<file path="config.mk">
export PLATFORM = sky130hd
export DESIGN_NAME = tco_clkout_gen
export DESIGN_NICKNAME = d
export VERILOG_FILES = /design/src/rtl/tco_pkg.sv /design/src/rtl/tco_regs.sv /design/src/rtl/tco_counter.sv /design/src/rtl/tco_outmux.sv /design/src/rtl/tco_clkout_gen.sv
export SDC_FILE = /design/constraint.sdc
export NUM_CORES = 1
export LEC_CHECK = 0
export ABC_AREA = 1
export BUFFER_PORTS_ARGS = -buffer_cell sky130_fd_sc_hd__buf_4
export CAP_MARGIN = 20
export CORE_MARGIN = 10
export CORE_UTILIZATION = 24
export CTS_BUF_LIST = sky130_fd_sc_hd__clkbuf_8
export CTS_CLUSTER_SIZE = 20
export DETAILED_ROUTE_END_ITERATION = 10
export SKIP_CTS_REPAIR_TIMING = 1
export SLEW_MARGIN = 15
export SYNTH_ARGS = -nofsm -noshare
export SYNTH_HDL_FRONTEND = slang
export SYNTH_SLANG_ARGS = --single-unit
</file>
<file path="constraint.sdc">
create_clock -name clk -period 1.8 [get_ports clk]
set_input_delay 0.36 -clock clk [delete_from_list [all_inputs] [get_ports clk]]
set_output_delay 0.36 -clock clk [all_outputs]
set_load 0.02 [all_outputs]
</file>
<file path="src/rtl/tco_pkg.sv">
package tco_pkg;

    typedef enum logic [1:0] {
        REG_MODE      = 2'd0,
        REG_RELOAD_LO = 2'd1,
        REG_RELOAD_HI = 2'd2,
        REG_PORT      = 2'd3
    } tco_addr_e;

    localparam int MODE_RUN_BIT = 0;
    localparam int MODE_OE_BIT  = 1;
    localparam int MODE_CT_BIT  = 2;

    typedef struct packed {
        logic ct_sel;
        logic oe;
        logic run;
    } tco_mode_t;

endpackage

</file>
<file path="src/rtl/tco_regs.sv">
module tco_regs
    import tco_pkg::*;
#(
    parameter int BYTE_W = 8
) (
    input  logic                  clk,
    input  logic                  rst_n,
    input  logic                  wr_en,
    input  logic [1:0]            wr_addr,
    input  logic [BYTE_W-1:0]     wr_data,
    output tco_mode_t             mode_o,
    output logic [2*BYTE_W-1:0]   reload_o,
    output logic                  port_o
);

    typedef struct packed {
        tco_mode_t         mode;
        logic [BYTE_W-1:0] rel_hi;
        logic [BYTE_W-1:0] rel_lo;
        logic              port;
    } regs_t;

    regs_t st_d, st_q;

    always_comb begin
        st_d = st_q;
        if (wr_en) begin
            case (tco_addr_e'(wr_addr))
                REG_MODE: begin
                    st_d.mode.run    = wr_data[MODE_RUN_BIT];
                    st_d.mode.oe     = wr_data[MODE_OE_BIT];
                    st_d.mode.ct_sel = wr_data[MODE_CT_BIT];
                end
                REG_RELOAD_LO: st_d.rel_lo = wr_data;
                REG_RELOAD_HI: st_d.rel_hi = wr_data;
                REG_PORT:      st_d.port   = wr_data[0];
                default:       st_d = st_q;
            endcase
        end
    end

    always_ff @(posedge clk or negedge rst_n) begin
        if (!rst_n) begin
            st_q <= '{mode: '0, rel_hi: '0, rel_lo: '0, port: 1'b1};
        end else begin
            st_q <= st_d;
        end
    end

    assign mode_o   = st_q.mode;
    assign reload_o = {st_q.rel_hi, st_q.rel_lo};
    assign port_o   = st_q.port;

endmodule

</file>
<file path="src/rtl/tco_counter.sv">
module tco_counter #(
    parameter int CNT_W    = 16,
    parameter int PRESCALE = 2
) (
    input  logic             clk,
    input  logic             rst_n,
    input  logic             count_en,
    input  logic [CNT_W-1:0] reload_i,
    output logic [CNT_W-1:0] cnt_o,
    output logic             roll_o,
    output logic             tick_o
);

    localparam int PRE_W = (PRESCALE > 1) ? $clog2(PRESCALE) : 1;
    localparam logic [PRE_W-1:0] PRE_LAST = PRE_W'(PRESCALE - 1);

    typedef struct packed {
        logic [PRE_W-1:0] pre;
        logic [CNT_W-1:0] cnt;
        logic             tick;
    } cnt_st_t;

    cnt_st_t st_d, st_q;
    logic    step;
    logic    roll;

    always_comb begin
        st_d = st_q;
        step = count_en && (st_q.pre == PRE_LAST);
        roll = step && (&st_q.cnt);
        if (count_en) begin
            st_d.pre = step ? '0 : PRE_W'(st_q.pre + 1'b1);
        end
        if (roll) begin
            st_d.cnt = reload_i;
        end else if (step) begin
            st_d.cnt = st_q.cnt + 1'b1;
        end
        st_d.tick = roll;
    end

    always_ff @(posedge clk or negedge rst_n) begin
        if (!rst_n) begin
            st_q <= '0;
        end else begin
            st_q <= st_d;
        end
    end

    assign cnt_o  = st_q.cnt;
    assign roll_o = roll;
    assign tick_o = st_q.tick;

endmodule

</file>
<file path="src/rtl/tco_outmux.sv">
module tco_outmux (
    input  logic clk,
    input  logic rst_n,
    input  logic roll_i,
    input  logic clkout_mode_i,
    input  logic port_i,
    output logic pin_o,
    output logic tog_o,
    output logic ovf_o
);

    typedef struct packed {
        logic tog;
        logic ovf;
    } out_st_t;

    out_st_t st_d, st_q;

    always_comb begin
        st_d     = st_q;
        st_d.tog = roll_i ? ~st_q.tog : st_q.tog;
        st_d.ovf = roll_i && !clkout_mode_i;
    end

    always_ff @(posedge clk or negedge rst_n) begin
        if (!rst_n) begin
            st_q <= '{tog: 1'b1, ovf: 1'b0};
        end else begin
            st_q <= st_d;
        end
    end

    assign pin_o = clkout_mode_i ? st_q.tog : port_i;
    assign tog_o = st_q.tog;
    assign ovf_o = st_q.ovf;

endmodule

</file>
<file path="src/rtl/tco_clkout_gen.sv">
module tco_clkout_gen
    import tco_pkg::*;
#(
    parameter int BYTE_W   = 8,
    parameter int PRESCALE = 2
) (
    input  logic              clk,
    input  logic              rst_n,
    input  logic              wr_en,
    input  logic [1:0]        wr_addr,
    input  logic [BYTE_W-1:0] wr_data,
    output logic              clk_pin,
    output logic              baud_tick,
    output logic              ovf_irq
);

    localparam int CNT_W = 2 * BYTE_W;

    tco_mode_t        mode_q;
    logic [CNT_W-1:0] reload_q;
    logic             port_q;
    logic [CNT_W-1:0] cnt_q;
    logic             roll;
    logic             tog_q;
    logic             count_en;
    logic             clkout_mode;

    assign count_en    = mode_q.run && !mode_q.ct_sel;
    assign clkout_mode = !mode_q.ct_sel && mode_q.oe;

    tco_regs #(.BYTE_W(BYTE_W)) u_regs (
        .clk      (clk),
        .rst_n    (rst_n),
        .wr_en    (wr_en),
        .wr_addr  (wr_addr),
        .wr_data  (wr_data),
        .mode_o   (mode_q),
        .reload_o (reload_q),
        .port_o   (port_q)
    );

    tco_counter #(.CNT_W(CNT_W), .PRESCALE(PRESCALE)) u_counter (
        .clk      (clk),
        .rst_n    (rst_n),
        .count_en (count_en),
        .reload_i (reload_q),
        .cnt_o    (cnt_q),
        .roll_o   (roll),
        .tick_o   (baud_tick)
    );

    tco_outmux u_outmux (
        .clk           (clk),
        .rst_n         (rst_n),
        .roll_i        (roll),
        .clkout_mode_i (clkout_mode),
        .port_i        (port_q),
        .pin_o         (clk_pin),
        .tog_o         (tog_q),
        .ovf_o         (ovf_irq)
    );

endmodule

</file>
# --- Yosys cells after proc, flatten, opt, wreduce, memory -nomap -nowiden ---
# Cells that the tools add are included.
totals:
  reg_bits: 40
  in_bits: 13
  out_inout_bits: 3
  elab_cells: 35
op_classes:
  add_sub_neg: 2
  n_eq_ne: 3
  n_mux: 4
  bitwise_logic: 1
  reduce_logical: 14
ops:
  columns: ["cell", "n"]
  rows:
  - ["16-bit two-way mux", 2]
  - ["16-bit by 1-bit adder with 16-bit output, second input constant", 1]
  - ["16-bit AND reduction", 1]
  - ["2-bit AND reduction", 4]
  - ["1-bit logical AND", 5]
  - ["2-bit equality test, second input constant", 2]
  - ["2-bit by 1-bit equality test with 1-bit output, second input constant", 1]
  - ["1-bit zero test", 2]
  - ["2-bit zero test", 1]
  - ["1-bit two-way mux", 2]
  - ["2-bit nonzero test", 1]
  - ["1-bit adder, second input constant", 1]
  - ["1-bit NOT", 1]

# --- Depth between registers and ports, before layout ---
depth:
  depth_word: 5
  ltp_mapped: 11
  depth_no_buf: 10

# --- By module ---
# From an unflattened synthesis, not the netlist that was laid out.
unflattened:
  hier_cells: 317
  hier_area_um2: 2357.3
modules_own_cells:
  columns: ["module", "instances", "cells_per_inst", "area_per_inst_um2", "seq_area_each_um2"]
  rows:
  - ["tco_counter", 1, 210, 1402.6, 450.4]
  - ["tco_regs", 1, 91, 850.8, 501.7]
  - ["tco_outmux", 1, 12, 88.8, 51.3]
  - ["tco_clkout_gen", 1, 4, 15.0, 0.0]

# --- Worst setup path before layout ---
# OpenSTA, ideal clock, no wires.
synth_path:
  path_type: "register to register"
  start: "register u_counter.st_q, in the netlist u_counter.cnt_o[0]"
  end: "register u_counter.st_q, in the netlist u_counter.cnt_o[14]"
  setup_time_ps: 116
  t_arrival_ps: 1347
  required_ps: 1684
  path_slack_ps: 337
  path_stages_with_launch: 12
  path_buffers: 1
  synth_period_minus_slack_ps: 1463
  cell_sequence: "dfrtp_1 > ha_1 > nand2_2 > nor2_4 > nand2_4 > nor2_8 > buf_6 > nand3_1 > nand2_1 > inv_1 > nand2_1 > nand2_1"
synth_via:
  elab_chain_len: 3
  elab_cells_between_ends: 6
  cone_classes: "add/sub: 1; mux: 2; reduce/logical: 3"
synth_rtl:
  columns: ["item", "line", "text"]
  rows:
  - ["start, declared", "tco_counter.sv:23", "cnt_st_t st_d, st_q;"]
  - ["start signal, assigned", "tco_counter.sv:46", "st_q <= st_d;"]
  - ["16-bit by 1-bit adder with 16-bit output or 16-bit AND reduction (tied branches)", "tco_counter.sv:37, tco_counter.sv:30", null]
  - ["16-bit two-way mux or 1-bit logical AND (tied branches)", "tco_counter.sv:36, tco_counter.sv:30", null]
  - ["16-bit two-way mux or 2-bit nonzero test (tied branches)", null, null]
# Parallel ways exist; a longest one is shown, timed or not. The select of a mux whose other input is x is not followed.
# A chain may end at the register's enable or synchronous reset.

# --- Final worst setup path ---
layout_path:
  start: "register u_counter.st_q, in the netlist u_counter.cnt_o[1]"
  end: "register u_counter.st_q, in the netlist u_counter.cnt_o[7]"
# The elaborated chain is that of the path after synthesis.

==> flow_summary.json <==
{
  "status": "finished clean",
  "wl_per_cell_um": 11.6,
  "finalCriticalPeriod_ps": 1690,
  "synth_top_area_share": 0.440,
  "via_per_inst": 4.32,
  "antenna_found_initial": 0,
  "crit_type": "register to register",
  "numPortBuffers": 15,
  "syn_nets": 299,
  "die_h_um": 115,
  "slowest_delay_ps": 430,
  "clk_latency_ps": 290,
  "fmax_mhz": 593,
  "synth_cell_types": 29,
  "p_int_uw": 1630,
  "rsz0062_at_grt": "no",
  "cts_sinks": 40,
  "grt_pass1_wl_um": 8290,
  "firstDrtPassIters": 4,
  "power_density_nw_per_um2": 879,
  "crit_slowest_cell": "dfrtp_1",
  "switching_share": 0.296,
  "relSlewSlack": 0.635,
  "dieArea_um2": 13200,
  "cp.required_ps": 1990,
  "grt_max_degree": 41,
  "synthArstFlopShare": 1.00,
  "p_seq_frac": 0.486,
  "grt_remaining_overflow": 0,
  "period_share": 0.937,
  "syn_inst": 285,
  "path_cells": "ha_4 -> nand2_2 -> nor2_4 -> nand2_4 -> nor2_8 -> buf_4 -> nand3b_1 -> nand3_1 -> nand2_1",
  "syn_area_um2": 2160,
  "gp_congestion": 0.815,
  "finalMaxSlewViolations": 0,
  "critPathMaxFanout": 5,
  "clock-root-buffer": "clkbuf_8",
  "synth.area.top_cells": "dfrtp_1 (44%), nand2_1 (15%), inv_1 (7.1%)",
  "nNetsFinal": 328,
  "setup_ws_ps": 114,
  "switching_power_uw": 685,
  "tightestPinTransition_ps": 545,
  "drcViolationCount": 0,
  "drive_above_1_share": 0.168,
  "antenna_cells": 0,
  "io-pin-count": 16,
  "track_usage": 0.0762,
  "cts_made_buffers": 5,
  "synthTopCellsByCount": "nand2_1 (89), inv_1 (41), dfrtp_1 (38)",
  "power.leakage_uw": 0.00133,
  "multiInputGateArea_um2": 981,
  "start_kind": "register",
  "synth_edf_count": 0,
  "register_area_um2": 1000,
  "ir_worst_vdd_mv": 0.363,
  "clkTransAtPathRegs_ps": 90,
  "finClkSkew_ps": 6.56,
  "htreeDepth": 2,
  "drt_iter0_markers": 105,
  "via_count": 1826,
  "postRouteAntennaNets": 0,
  "yosysMostFrequentCell": "nand2_1",
  "hold_violations": 0,
  "ys.flop_type": "dfrtp_1",
  "cts_tree": "done",
  "cp.arrival_ps": 1880,
  "ys_ff_latch": 40,
  "end_kind": "register",
  "synth_seq_area_share": 0.464,
  "finalSetupTns_ps": 0,
  "clkPwrFrac": 0.327,
  "combPwrFrac": 0.188,
  "final.fill_count": 966,
  "place_ws_ps": 82.9,
  "setup-violations-final": 0,
  "hold_path.class": "input port to asynchronous set/reset pin",
  "yosysTopAreaCell": "dfrtp_1",
  "yosysWarningCount": 0,
  "die_w_um": 115,
  "hpwl_um": 3600,
  "fp-row-count": 34,
  "wirelength_um": 4890,
  "syn_avg_cell_area_um2": 7.59,
  "cap_viol_max_count": 0,
  "area_growth_pct": 21.8,
  "core_um2": 8760,
  "grt_pass1_vias": 1739,
  "cts.path.max_buffers": 2,
  "initial_utilization": 0.247
}
[worst max-delay path, delay by kind of cell (launching register included)]
family        cells  cell delay [ps]
buf+inv           1              140
fa+ha+maj         1              170
flops             1              430
simple gates      7              830
[placed cells by master (no fill, tap or decap), types with 2 or more instances in the layout]
cell,n
nand2_1,89
xor2_1,2
clkbuf_8,5
nand4_1,4
nand3_1,28
dfrtp_1,38
o21ai_0,22
dfstp_2,2
nor2_1,17
nand3b_1,4
buf_4,27
nand3_2,4
o21ai_1,2
buf_12,2
nor2_4,3
inv_1,41
a21oi_1,10
[state kept, by name, summed over array words and instances, names as in the netlist]
signal and count:
u_counter.cnt_o 16, u_regs.reload_o 16, u_regs.mode_o 3, u_counter.st_q 1, u_counter.tick_o 1, u_outmux.ovf_o 1
u_outmux.tog_o 1, u_regs.port_o 1
[through the flow]
| step | area [um^2] | utilization | cells | hold slack, ps | power (uW) |
|---|---|---|---|---|---|
| after global placement | 2390 | 0.273 | 405 | 368 | 1520 |
| after global routing | 2640 | 0.301 | 423 | 59.2 | 2450 |
| after detailed placement | 2390 | 0.273 | 405 | 372 | 1530 |
| after CTS | 2510 | 0.286 | 413 | 50.1 | 2300 |
| final | 2640 | 0.301 | 423 | 31.4 | 2320 |
| after floorplan | 2160 | - | 285 | 64.4 | 1380 |
[final cells by class]
cell class / instances / area share
well taps: 108 / 0.0513
clock buffers: 5 / 0.0261
flip-flops and latches: 40 / 0.381
clock inverters: 3 / 0.0176
inverters: 42 / 0.0598
repair buffers: 29 / 0.0921
multi-input cells: 196 / 0.372
[power by group through the flow]
| stage | logic [uW] | registers, uW | clock network (uW) |
|---|---|---|---|
| floorplan | 276 | 1110 | 0 |
| global placement | 394 | 1130 | 0 |
| detailed placement | 398 | 1130 | 0 |
| CTS | 400 | 1120 | 780 |
| global route | 498 | 1140 | 815 |
| finish | 435 | 1120 | 756 |
[kinds of logic after synthesis]
group	after synthesis	share of synthesized area
XOR/XNOR	3	0.0121
AND/OR/NAND/NOR	154	0.332
AO/OA/AOI/OAI	37	0.0885
flip-flops	40	0.464
buffers and inverters	50	0.0977
adder cells (fa/ha/maj)	1	0.00578
[worst paths after layout]
check	startpoint	to	slack, ps	cells after the start
worst max-delay path	u_counter.cnt_o[1]	u_counter.cnt_o[7]	110	9
worst min-delay path	rst_n	u_counter.cnt_o[7]	30	1
worst max register to register	u_counter.cnt_o[1]	u_counter.cnt_o[7]	110	9
worst min register to register	u_regs.reload_o[1]	u_regs.reload_o[1]	480	2
max in group asynchronous	rst_n	u_outmux.tog_o	1400	1
min in group clk	wr_addr[1]	u_regs.port_o	320	3
[layer usage]
layer  track usage  share of wire  up-vias
met3        0.0130          0.030        4
met4        0.0297          0.013        0
met1         0.101           0.49      833
met2         0.120           0.46       32
met5             0              0        -
li1              -              -      957
Note: power is estimated with default switching activity, not from simulation.
